## src/rtl/xgenc_pkg.sv

```systemverilog
package xgenc_pkg;
  localparam int unsigned OCT_W = 8;

  typedef struct packed {
    logic             en;
    logic             er;
    logic [OCT_W-1:0] d;
  } gcode_t;

  localparam logic [OCT_W-1:0] XC_IDLE  = 8'h07;
  localparam logic [OCT_W-1:0] XC_LPI   = 8'h06;
  localparam logic [OCT_W-1:0] XC_START = 8'hFB;
  localparam logic [OCT_W-1:0] XC_TERM  = 8'hFD;
  localparam logic [OCT_W-1:0] XC_ERR   = 8'hFE;
  localparam logic [OCT_W-1:0] XC_SEQ   = 8'h9C;
  localparam logic [OCT_W-1:0] XC_SIG   = 8'h5C;

  localparam logic [OCT_W-1:0] G_LPI_D = 8'h01;
  localparam logic [OCT_W-1:0] G_SEQ_D = 8'h9C;
  localparam logic [OCT_W-1:0] G_PRE_D = 8'h55;

  function automatic gcode_t g_idle();
    gcode_t r;
    r.en = 1'b0; r.er = 1'b0; r.d = '0;
    return r;
  endfunction

  function automatic gcode_t g_lpi();
    gcode_t r;
    r.en = 1'b0; r.er = 1'b1; r.d = G_LPI_D;
    return r;
  endfunction

  function automatic gcode_t g_seq();
    gcode_t r;
    r.en = 1'b0; r.er = 1'b1; r.d = G_SEQ_D;
    return r;
  endfunction

  function automatic gcode_t g_err();
    gcode_t r;
    r.en = 1'b1; r.er = 1'b1; r.d = '0;
    return r;
  endfunction

  function automatic gcode_t g_data(input logic [OCT_W-1:0] b);
    gcode_t r;
    r.en = 1'b1; r.er = 1'b0; r.d = b;
    return r;
  endfunction
endpackage

```

## src/rtl/xgenc_colmap.sv

```systemverilog
module xgenc_colmap
  import xgenc_pkg::*;
#(
  parameter int unsigned LANES = 4,
  localparam int unsigned COL_W = LANES * OCT_W
) (
  input  logic [COL_W-1:0]       col_d,
  input  logic [LANES-1:0]       col_c,
  output gcode_t [LANES-1:0]     norm,
  output logic                   is_ordset,
  output logic                   is_sig
);
  logic [LANES-1:0] l_dat, l_err, l_dok, l_idle, l_lpi, l_term;

  for (genvar i = 0; i < LANES; i++) begin : g_lane
    logic [OCT_W-1:0] b;
    assign b         = col_d[i*OCT_W +: OCT_W];
    assign l_dat[i]  = !col_c[i];
    assign l_err[i]  = col_c[i] && (b == XC_ERR);
    assign l_dok[i]  = l_dat[i] || l_err[i];
    assign l_idle[i] = col_c[i] && (b == XC_IDLE);
    assign l_lpi[i]  = col_c[i] && (b == XC_LPI);
    assign l_term[i] = col_c[i] && (b == XC_TERM);
  end

  logic [OCT_W-1:0] b0;
  assign b0 = col_d[OCT_W-1:0];

  logic start_ok;
  assign start_ok  = col_c[0] && (b0 == XC_START) && (&l_dok[LANES-1:1]);
  assign is_ordset = col_c[0] && ((b0 == XC_SEQ) || (b0 == XC_SIG)) && !(|col_c[LANES-1:1]);
  assign is_sig    = (b0 == XC_SIG);

  logic term_ok;
  logic [LANES-1:0] term_low;

  always_comb begin
    logic found;
    found    = 1'b0;
    term_ok  = 1'b0;
    term_low = '0;
    for (int k = 0; k < LANES; k++) begin
      if (!found && l_term[k]) begin
        found   = 1'b1;
        term_ok = 1'b1;
        for (int j = 0; j < LANES; j++) begin
          if (j < k) begin
            term_low[j] = 1'b1;
            if (!l_dok[j]) term_ok = 1'b0;
          end else if (j > k) begin
            if (!l_idle[j]) term_ok = 1'b0;
          end
        end
      end
    end
  end

  function automatic gcode_t dmap(input logic e, input logic [OCT_W-1:0] b);
    return e ? g_err() : g_data(b);
  endfunction

  always_comb begin
    for (int i = 0; i < LANES; i++) norm[i] = g_err();
    if (&l_dok) begin
      for (int i = 0; i < LANES; i++) norm[i] = dmap(l_err[i], col_d[i*OCT_W +: OCT_W]);
    end else if (&l_idle) begin
      for (int i = 0; i < LANES; i++) norm[i] = g_idle();
    end else if (&l_lpi) begin
      for (int i = 0; i < LANES; i++) norm[i] = g_lpi();
    end else if (start_ok) begin
      norm[0] = g_data(G_PRE_D);
      for (int i = 1; i < LANES; i++) norm[i] = dmap(l_err[i], col_d[i*OCT_W +: OCT_W]);
    end else if (term_ok) begin
      for (int i = 0; i < LANES; i++)
        norm[i] = term_low[i] ? dmap(l_err[i], col_d[i*OCT_W +: OCT_W]) : g_idle();
    end
  end
endmodule

```

## src/rtl/xgenc_seqpack.sv

```systemverilog
module xgenc_seqpack
  import xgenc_pkg::*;
#(
  parameter int unsigned SETS = 4
) (
  input  logic [OCT_W-1:0]            x,
  input  logic [OCT_W-1:0]            y,
  input  logic [OCT_W-1:0]            z,
  input  logic                        sig,
  output logic [SETS-1:0][OCT_W-1:0]  s
);
  logic [SETS-1:0][5:0] six;
  assign six[0] = x[5:0];
  assign six[1] = {y[3:0], x[7:6]};
  assign six[2] = {z[1:0], y[7:4]};
  assign six[3] = z[7:2];

  for (genvar n = 0; n < SETS; n++) begin : g_byte
    logic top;
    assign top  = (n == 0) ? sig : !sig;
    assign s[n] = {top, (six[n][2] ? six[n][5] : top), six[n]};
  end

  always_comb begin
    for (int n = 0; n < SETS; n++)
      assert_bit6_R10: assert (s[n][6] == (s[n][2] ? s[n][5] : s[n][7]));
  end
endmodule

```

## src/rtl/xgmii_gmii_word_enc.sv

```systemverilog
module xgmii_gmii_word_enc
  import xgenc_pkg::*;
#(
  parameter int unsigned LANES = 4,
  localparam int unsigned COL_W = LANES * OCT_W
) (
  input  logic             clk,
  input  logic             rst,
  input  logic [COL_W-1:0] col_d,
  input  logic [LANES-1:0] col_c,
  output logic [LANES-1:0] gm_en,
  output logic [LANES-1:0] gm_er,
  output logic [COL_W-1:0] gm_d
);
  gcode_t [LANES-1:0] norm, code_n, code_q;
  logic is_ordset, is_sig;

  xgenc_colmap #(.LANES(LANES)) u_map (
    .col_d(col_d), .col_c(col_c), .norm(norm),
    .is_ordset(is_ordset), .is_sig(is_sig)
  );

  logic [3:0][OCT_W-1:0] sb;
  xgenc_seqpack #(.SETS(4)) u_pack (
    .x(col_d[15:8]), .y(col_d[23:16]), .z(col_d[31:24]),
    .sig(is_sig), .s(sb)
  );

  logic pend_q, pend_n;
  logic [1:0][OCT_W-1:0] hold_q, hold_n;

  always_comb begin
    code_n = norm;
    pend_n = 1'b0;
    hold_n = hold_q;
    if (pend_q) begin
      if (is_ordset) begin
        code_n[0] = g_seq();
        code_n[1] = g_data(hold_q[0]);
        code_n[2] = g_seq();
        code_n[3] = g_data(hold_q[1]);
      end
    end else if (is_ordset) begin
      code_n[0] = g_seq();
      code_n[1] = g_data(sb[0]);
      code_n[2] = g_seq();
      code_n[3] = g_data(sb[1]);
      pend_n    = 1'b1;
      hold_n    = {sb[3], sb[2]};
    end
  end

  always_ff @(posedge clk) begin
    if (rst) begin
      for (int i = 0; i < LANES; i++) code_q[i] <= g_idle();
      pend_q <= 1'b0;
      hold_q <= '0;
    end else begin
      code_q <= code_n;
      pend_q <= pend_n;
      hold_q <= hold_n;
    end
  end

  for (genvar i = 0; i < LANES; i++) begin : g_out
    assign gm_en[i]                 = code_q[i].en;
    assign gm_er[i]                 = code_q[i].er;
    assign gm_d[i*OCT_W +: OCT_W]   = code_q[i].d;

    assert_ctrl_code_R3: assert property (@(posedge clk) disable iff (rst)
      (!gm_en[i] && gm_er[i]) |-> (gm_d[i*OCT_W +: OCT_W] == G_LPI_D ||
                                   gm_d[i*OCT_W +: OCT_W] == G_SEQ_D));
  end

  assert_half_once_R8: assert property (@(posedge clk) disable iff (rst)
    pend_q |=> !pend_q);

  assert_first_half_R7: assert property (@(posedge clk) disable iff (rst)
    $rose(pend_q) |-> (!gm_en[0] && gm_er[0] && gm_d[7:0] == G_SEQ_D && gm_en[1]));

  assert_seq_pair_R7: assert property (@(posedge clk) disable iff (rst)
    (!gm_en[0] && gm_er[0] && gm_d[7:0] == G_SEQ_D) |->
      (!gm_en[2] && gm_er[2] && gm_d[23:16] == G_SEQ_D && gm_en[1] && gm_en[3]));

  assert_bit7_R9: assert property (@(posedge clk) disable iff (rst)
    $rose(pend_q) |-> (gm_d[15] != gm_d[31]));
endmodule

```

## config.mk

```make
export PLATFORM = sky130hd
export DESIGN_NAME = xgmii_gmii_word_enc
export DESIGN_NICKNAME = d
export VERILOG_FILES = /design/src/rtl/xgenc_pkg.sv /design/src/rtl/xgenc_colmap.sv /design/src/rtl/xgenc_seqpack.sv /design/src/rtl/xgmii_gmii_word_enc.sv
export SDC_FILE = /design/constraint.sdc
export NUM_CORES = 1
export LEC_CHECK = 0
export CAP_MARGIN = 10
export CELL_PAD_IN_SITES_DETAIL_PLACEMENT = 0
export CELL_PAD_IN_SITES_GLOBAL_PLACEMENT = 2
export CORE_MARGIN = 3
export CORE_UTILIZATION = 29
export DETAILED_ROUTE_END_ITERATION = 6
export HOLD_SLACK_MARGIN = 0.02
export PLACE_DENSITY = 0.86
export REMOVE_ABC_BUFFERS = 1
export SYNTH_ARGS = -nofsm -noshare
export SYNTH_HDL_FRONTEND = slang
export SYNTH_SLANG_ARGS = --single-unit
```

## constraint.sdc

```tcl
create_clock -name clk -period 3.66 [get_ports clk]
set_clock_uncertainty 0.05 [all_clocks]
set_input_delay 0.732 -clock clk [delete_from_list [all_inputs] [get_ports clk]]
set_output_delay 0.732 -clock clk [all_outputs]
set_load 0.005 [all_outputs]
```

==> results of run 1 <==
worst paths after layout:
| check | from | to | slack (ns) | depth (start not counted) |
|---|---|---|---|---|
| setup / recovery | col_d[22] | gm_d[15] | 0.67 | 7 |
| hold / removal | hold_q[10] | hold_q[10] | 0.41 | 2 |
| setup reg to reg | pend_q | hold_q[14] | 2.23 | 5 |
| hold reg to reg | hold_q[10] | hold_q[10] | 0.41 | 2 |
sequential cells by signal (all words and copies together) (netlist names):
signal	count
pend_q	1
hold_q	15
gm_er	4
gm_d	32
gm_en	4
per-layer routing:
layer  wire length [um]  part of all wire, %  track usage, %  vias up
met5                  0                    0               0        -
met2               4060                   47            27.8       77
li1                   -                    -               -     1315
met3                414                  4.8            2.32       11
met4                136                  1.6            4.24        0
met1               4070                   47            22.7     1257
stage by stage:
stage	utilization, %	cell area (sq um)	setup WS, ns
after global routing	42.9	3800	0.521
after global placement	41.5	3680	0.339
after floorplan	-	2640	1.13
final	42.9	3800	0.674
after detailed placement	41.5	3680	0.341
after CTS	42.9	3800	0.668
kinds of logic after synthesis:
logic type | Yosys count
AND/OR/NAND/NOR | 145
AO/OA/AOI/OAI | 73
flip-flops | 56
buffers and inverters | 23
multiplexers | 14
XOR/XNOR | 2
cells in the mapped netlist, types with 2 or more instances:
cell / count
sky130_fd_sc_hd__and4_1: 2
sky130_fd_sc_hd__buf_1: 2
sky130_fd_sc_hd__nand4_1: 12
sky130_fd_sc_hd__a311oi_1: 2
sky130_fd_sc_hd__a22oi_1: 3
sky130_fd_sc_hd__o2bb2ai_1: 6
sky130_fd_sc_hd__a31oi_1: 3
sky130_fd_sc_hd__nor4b_1: 2
sky130_fd_sc_hd__nor3b_1: 3
sky130_fd_sc_hd__or4_1: 2
sky130_fd_sc_hd__nor3_1: 7
sky130_fd_sc_hd__and2_1: 3
sky130_fd_sc_hd__o21ai_0: 9
sky130_fd_sc_hd__nand3_1: 10
sky130_fd_sc_hd__dfxtp_1: 56
sky130_fd_sc_hd__a21oi_1: 25
sky130_fd_sc_hd__nor2_1: 28
sky130_fd_sc_hd__nand2_1: 42
sky130_fd_sc_hd__nor2b_1: 5
sky130_fd_sc_hd__and4b_1: 2
sky130_fd_sc_hd__mux2i_1: 13
sky130_fd_sc_hd__nor4_2: 3
sky130_fd_sc_hd__a211oi_1: 3
sky130_fd_sc_hd__o31ai_1: 2
sky130_fd_sc_hd__inv_1: 9
sky130_fd_sc_hd__a21o_1: 4
sky130_fd_sc_hd__nand2b_1: 4
sky130_fd_sc_hd__nor4_1: 4
sky130_fd_sc_hd__nor3_2: 2
sky130_fd_sc_hd__clkbuf_1: 11
sky130_fd_sc_hd__nand3b_1: 3
sky130_fd_sc_hd__or2_2: 4
critical path, stage by stage:
cell	delay, ns
sky130_fd_sc_hd__clkdlybuf4s50_1	0.58
sky130_fd_sc_hd__nand4_2	0.22
sky130_fd_sc_hd__o41ai_4	0.44
sky130_fd_sc_hd__nand4_1	0.19
sky130_fd_sc_hd__a211o_2	0.41
sky130_fd_sc_hd__a211oi_4	0.43
sky130_fd_sc_hd__a22o_1	0.20
area by class of cell:
cell class	instances	area [sq um]
repair buffers	95	906
clock inverters	2	38.8
clock buffers	6	82.6
well taps	108	135
multi-input cells	234	1480
fillers	926	5050
inverters	9	33.8
flip-flops and latches	56	1120
where the power goes:
part | switching (W) | total (W) | internal, W
sequential | 0.00000215 | 0.000620 | 0.000618
clock | 0.000211 | 0.000435 | 0.000224
combinational | 0.0000791 | 0.000158 | 0.0000788
==> out/qor.csv, run 1 <==
metric;value;unit
Num CTS Buffers;5;
final-report hold violation count;0;
area fraction of the dominant cell type after synthesis;41.7;%
detailed router's first-iteration violation count;131;
synthesis-stage register bit count;56;
overall die width;102;um
standard-cell row count;34;
multiplexer area fraction after synthesis;5.26;%
vias per cell;5.22;
worst slew slack as a fraction of its limit;46.4;%
area of the core;8850;sq um
largest net degree at the start of global routing;22;
Post-synth top flop;sky130_fd_sc_hd__dfxtp_1;
global-route wire length before repair;13.5;mm
Compound-Gate Fraction of Synth Area;19.9;%
Antenna Diode Count;0;
Total Routed Length;8.68;mm
top cells by area in the synthesized netlist;sky130_fd_sc_hd__dfxtp_1 42%, sky130_fd_sc_hd__nand2_1 5.9%, sky130_fd_sc_hd__mux2i_1 4.8%;
synthesized cell area;2690;sq um
Min-Delay Path Class;flip-flop to flip-flop;
post-synthesis cell count;313;
peak fanout along the critical path;7;
required time of the critical path;3.87;ns
Max Buffers Root-to-Sink;2;
synthesis-to-layout area growth;41.2;%
post-route insts no fill;510;
initial standard-cell utilization of the core;30.4;%
Leakage;1.35;nW
period utilization;81.6;%
setup violators final;0;
fraction of final layout cells with drive strength greater than 1;11.7;%
sum of negative setup slack;0;ns
kind of end point of the critical path;flip-flop;
first-pass iteration count of the detailed router;4;
average routed wire per standard cell;17.0;um
root buffer cell;sky130_fd_sc_hd__clkbuf_8;
adder-cell share of the synthesized area;0;%
simple logic cell fraction of the synthesized area;29.3;%
cell count after placement;502;
Power, Total;0.00121;W
number of violations of the max-capacitance limit;0;
worst hold margin;0.409;ns
Post-CTS Repair Setup Buffers;0;
post-layout net count;439;
sequential element share of the synthesized area;41.7;%
number of synthesized flops with an enable pin;0;
dominant combinational cell family by area after synthesis;simple AND/OR/NAND/NOR gates;
CTS Hold Bufs;0;
overall routing resource usage;16.7;%
number of antenna violations at the first check in global routing;0;
clock latency reported for the late side of the worst-skew pair;0.32;ns
type of element launching the critical path;input port;
run status;complete, no violations;
sink count of the clock tree;56;
mean area per synthesized cell;8.59;sq um
number of gates given a new drive strength after cts;0;
remaining global-route overflow;0;
H-Tree Level Count;2;
Worst-path clk slew;0.10;ns
die boundary height;102;um
ports placed on the boundary;78;
asr flop ratio synth;0;%
Max rail drop VDD;0.000133;V
CTS tree;built;
count of nets left with antenna violations after detail routing;0;
P per Cell Area;319;nW/um^2
via count;2660;
category of the most critical setup path;input port to flip-flop;
highest-count cells in the layout ignoring fill and taps;77 x sky130_fd_sc_hd__clkdlybuf4s50_1, 56 x sky130_fd_sc_hd__dfxtp_1, 42 x sky130_fd_sc_hd__nand2_1;
shortest clock period the worst path allows after layout;2.99;ns
post-synthesis share of cell area spent on xor and xnor gates;0.651;%
HPWL Detailed;6.71;mm
synth warn;0;
Post-route DRC;0;
actual transition at the worst max-transition pin;0.797;ns
Final Wtd Congestion;0.885;
Die ar.;10500;sq um
IO Port Bufs;77;
worst endpoint data arrival time;3.20;ns
maximum operating frequency;335;MHz
vias in the first global route;2552;
RSZ-0062 raised after global routing;no;
final-report max-slew violation count;0;
number of distinct library cells after synthesis;59;
most common cell after layout, fill and taps aside;sky130_fd_sc_hd__clkdlybuf4s50_1;
cell taking the most area after synthesis;sky130_fd_sc_hd__dfxtp_1;
(Power assumes the default switching activity.)
==> run 2, diff against run 1 <==
CORE_UTILIZATION = 25   (was 29)
PLACE_DENSITY = 0.79   (was 0.86)
clock period = 2.4 ns   (was 3.66 ns; I/O delays follow)
==> out/qor.csv, run 2 (synthesis results as in run 1) <==
metric;value;unit;change
run status;complete, no violations;;
root buffer cell;sky130_fd_sc_hd__clkbuf_8;;
net switching power;0.000486;W;+66%
critical path, cell by cell;dlygate4sd2_1, or4b_4, nor3_2, nand4_1, a211o_2, a211oi_4, buf_6, o2bb2ai_1;;
sequential share of power;52.1;%;+1.0 points
Worst-path clk slew;0.11;ns;about the same
peak fanout along the critical path;6;;-1
ports placed on the boundary;78;;unchanged
period utilization;96.2;%;
overall die width;110;um;+7.2%
final-report hold violation count;0;;unchanged
max reg flops;32;;unchanged
number of antenna violations at the first check in global routing;0;;unchanged
die boundary height;110;um;+7.2%
proportion of total power due to net switching;26.8;%;+2.7 points
actual transition at the worst max-transition pin;0.579;ns;-0.217 ns
global-route wire length before repair;15.0;mm;+11%
worst endpoint data arrival time;2.51;ns;-0.69 ns
Max rail drop VDD;0.000211;V;+59%
vias in the first global route;2887;;+13%
final-report max-slew violation count;0;;unchanged
RSZ-0062 raised after global routing;no;;
Comb power frac;17.5;%;+4.5 points
filler cell count;1079;;+17%
Total Routed Length;9.44;mm;+8.7%
Post-route DRC;0;;unchanged
type of element launching the critical path;input port;;
kind of end point of the critical path;flip-flop;;
setup violators final;0;;unchanged
Max stage delay on crit path;0.50;ns;-0.08 ns
Clock power frac;30.3;%;-5.6 points
Power, Total;0.00181;W;+50%
clock latency reported for the late side of the worst-skew pair;0.32;ns;about the same
Antenna Diode Count;0;;unchanged
H-Tree Level Count;2;;unchanged
internal power summed over all cells;0.00133;W;+44%
Leakage;1.92;nW;+43%
Top delay family on crit path;compound AO/OA/AOI/OAI gates;;
required time of the critical path;2.60;ns;-1.27 ns
worst slew slack as a fraction of its limit;61.1;%;+15 points
category of the most critical setup path;input port to flip-flop;;
IO Port Bufs;77;;unchanged
P per Cell Area;401;nW/um^2;+26%
highest-count cells in the layout ignoring fill and taps;91 x sky130_fd_sc_hd__buf_4, 56 x sky130_fd_sc_hd__dfxtp_1, 47 x sky130_fd_sc_hd__clkdlybuf4s50_1;;
initial standard-cell utilization of the core;25.9;%;-4.5 points
standard-cell row count;37;;+8.8%
average routed wire per standard cell;15.4;um;-9.4%
final cell utilization of the core;43.6;%;+0.68 points
CTS Hold Bufs;0;;unchanged
detailed router's first-iteration violation count;127;;-3.1%
most common cell after layout, fill and taps aside;sky130_fd_sc_hd__buf_4;;
remaining global-route overflow;0;;unchanged
Min-Delay Path Class;input port to flip-flop;;
synthesis-to-layout area growth;68.1;%;
sink count of the clock tree;56;;unchanged
fraction of final layout cells with drive strength greater than 1;29.4;%;+18 points
first-pass iteration count of the detailed router;4;;unchanged
setup slack after layout;0.0912;ns;-0.582 ns
area of the core;10400;sq um;+17%
post-layout net count;513;;+17%
CTS tree;built;;
Max Buffers Root-to-Sink;2;;unchanged
overall routing resource usage;16.2;%;-0.51 points
Num CTS Buffers;5;;unchanged
vias per cell;4.76;;-8.6%
Post-Place Worst Slack;-0.548;ns;-0.889 ns
maximum operating frequency;433;MHz;
count of nets left with antenna violations after detail routing;0;;unchanged
number of violations of the max-capacitance limit;0;;unchanged
cell with the biggest individual delay on the critical path;sky130_fd_sc_hd__or4b_4;;
number of buffer and inverter instances along the worst setup path;2;;+1
via count;2916;;+9.6%
shortest clock period the worst path allows after layout;2.31;ns;
HPWL Detailed;7.59;mm;+13%
largest net degree at the start of global routing;29;;+32%
sum of negative setup slack;0;ns;unchanged
Final Wtd Congestion;0.881;;-0.50%
Die ar.;12000;sq um;+15%
==> run 2: through the flow <==
step                hold WS, ns  cell area, sq um  cells
global route              0.422              4520    612
CTS                       0.413              4390    610
floorplan                 0.375              2640    299
detailed placement        0.399              4240    601
finish                    0.409              4520    612
global placement          0.393              4240    601
==> run 2: repair_timing <==
item | 4_1_cts | 5_1_grt
setup endpoints to repair | 37 | 38
resized for setup | 20 | 41
setup buffers | 1 | 2
pin swaps | 9 | 16
==> run 2: layer usage <==
metal / part of all wire, % / global-route usage [%]
met5: 0 / 0
met4: 1.8 / 5.61
met3: 5.9 / 2.99
met2: 46 / 25.2
met1: 46 / 22.4
==> run 2: final timing paths <==
| kind | startpoint | to | slack [ns] | depth (start not counted) |
|---|---|---|---|---|
| worst max-delay path | col_d[26] | gm_d[12] | 0.09 | 8 |
| worst min-delay path | col_d[29] | hold_q[11] | 0.41 | 3 |
| worst max register to register | pend_q | gm_d[26] | 0.76 | 5 |
| worst min register to register | hold_q[5] | hold_q[5] | 0.41 | 2 |
==> run 2: cell type report <==
| cell class | count | area, sq um | share of cell area [%] |
|---|---|---|---|
| multi-input combinational | 234 | 1610 | 35.5 |
| inverter | 9 | 33.8 | 0.747 |
| clock inverter | 3 | 25.0 | 0.554 |
| sequential | 56 | 1120 | 24.8 |
| clock buffer | 5 | 68.8 | 1.52 |
| timing repair buffer | 169 | 1500 | 33.1 |
| tap | 136 | 170 | 3.76 |
==> run 2: worst reg2reg max path, stage by stage (launching register included) <==
cell and delay [ns]:
sky130_fd_sc_hd__dfxtp_1 0.71, sky130_fd_sc_hd__buf_4 0.31, sky130_fd_sc_hd__mux2i_1 0.21, sky130_fd_sc_hd__nor2_1 0.05, sky130_fd_sc_hd__a21oi_1 0.14, sky130_fd_sc_hd__nor2_1 0.06
==> run 2: power groups by stage <==
stage | clock, W | combinational (W) | sequential (W)
after detailed placement | 0 | 0.000309 | 0.000968
after global routing | 0.000607 | 0.000345 | 0.000948
after CTS | 0.000580 | 0.000315 | 0.000946
final | 0.000550 | 0.000318 | 0.000946
after floorplan | 0 | 0.0000707 | 0.000969
after global placement | 0 | 0.000309 | 0.000967
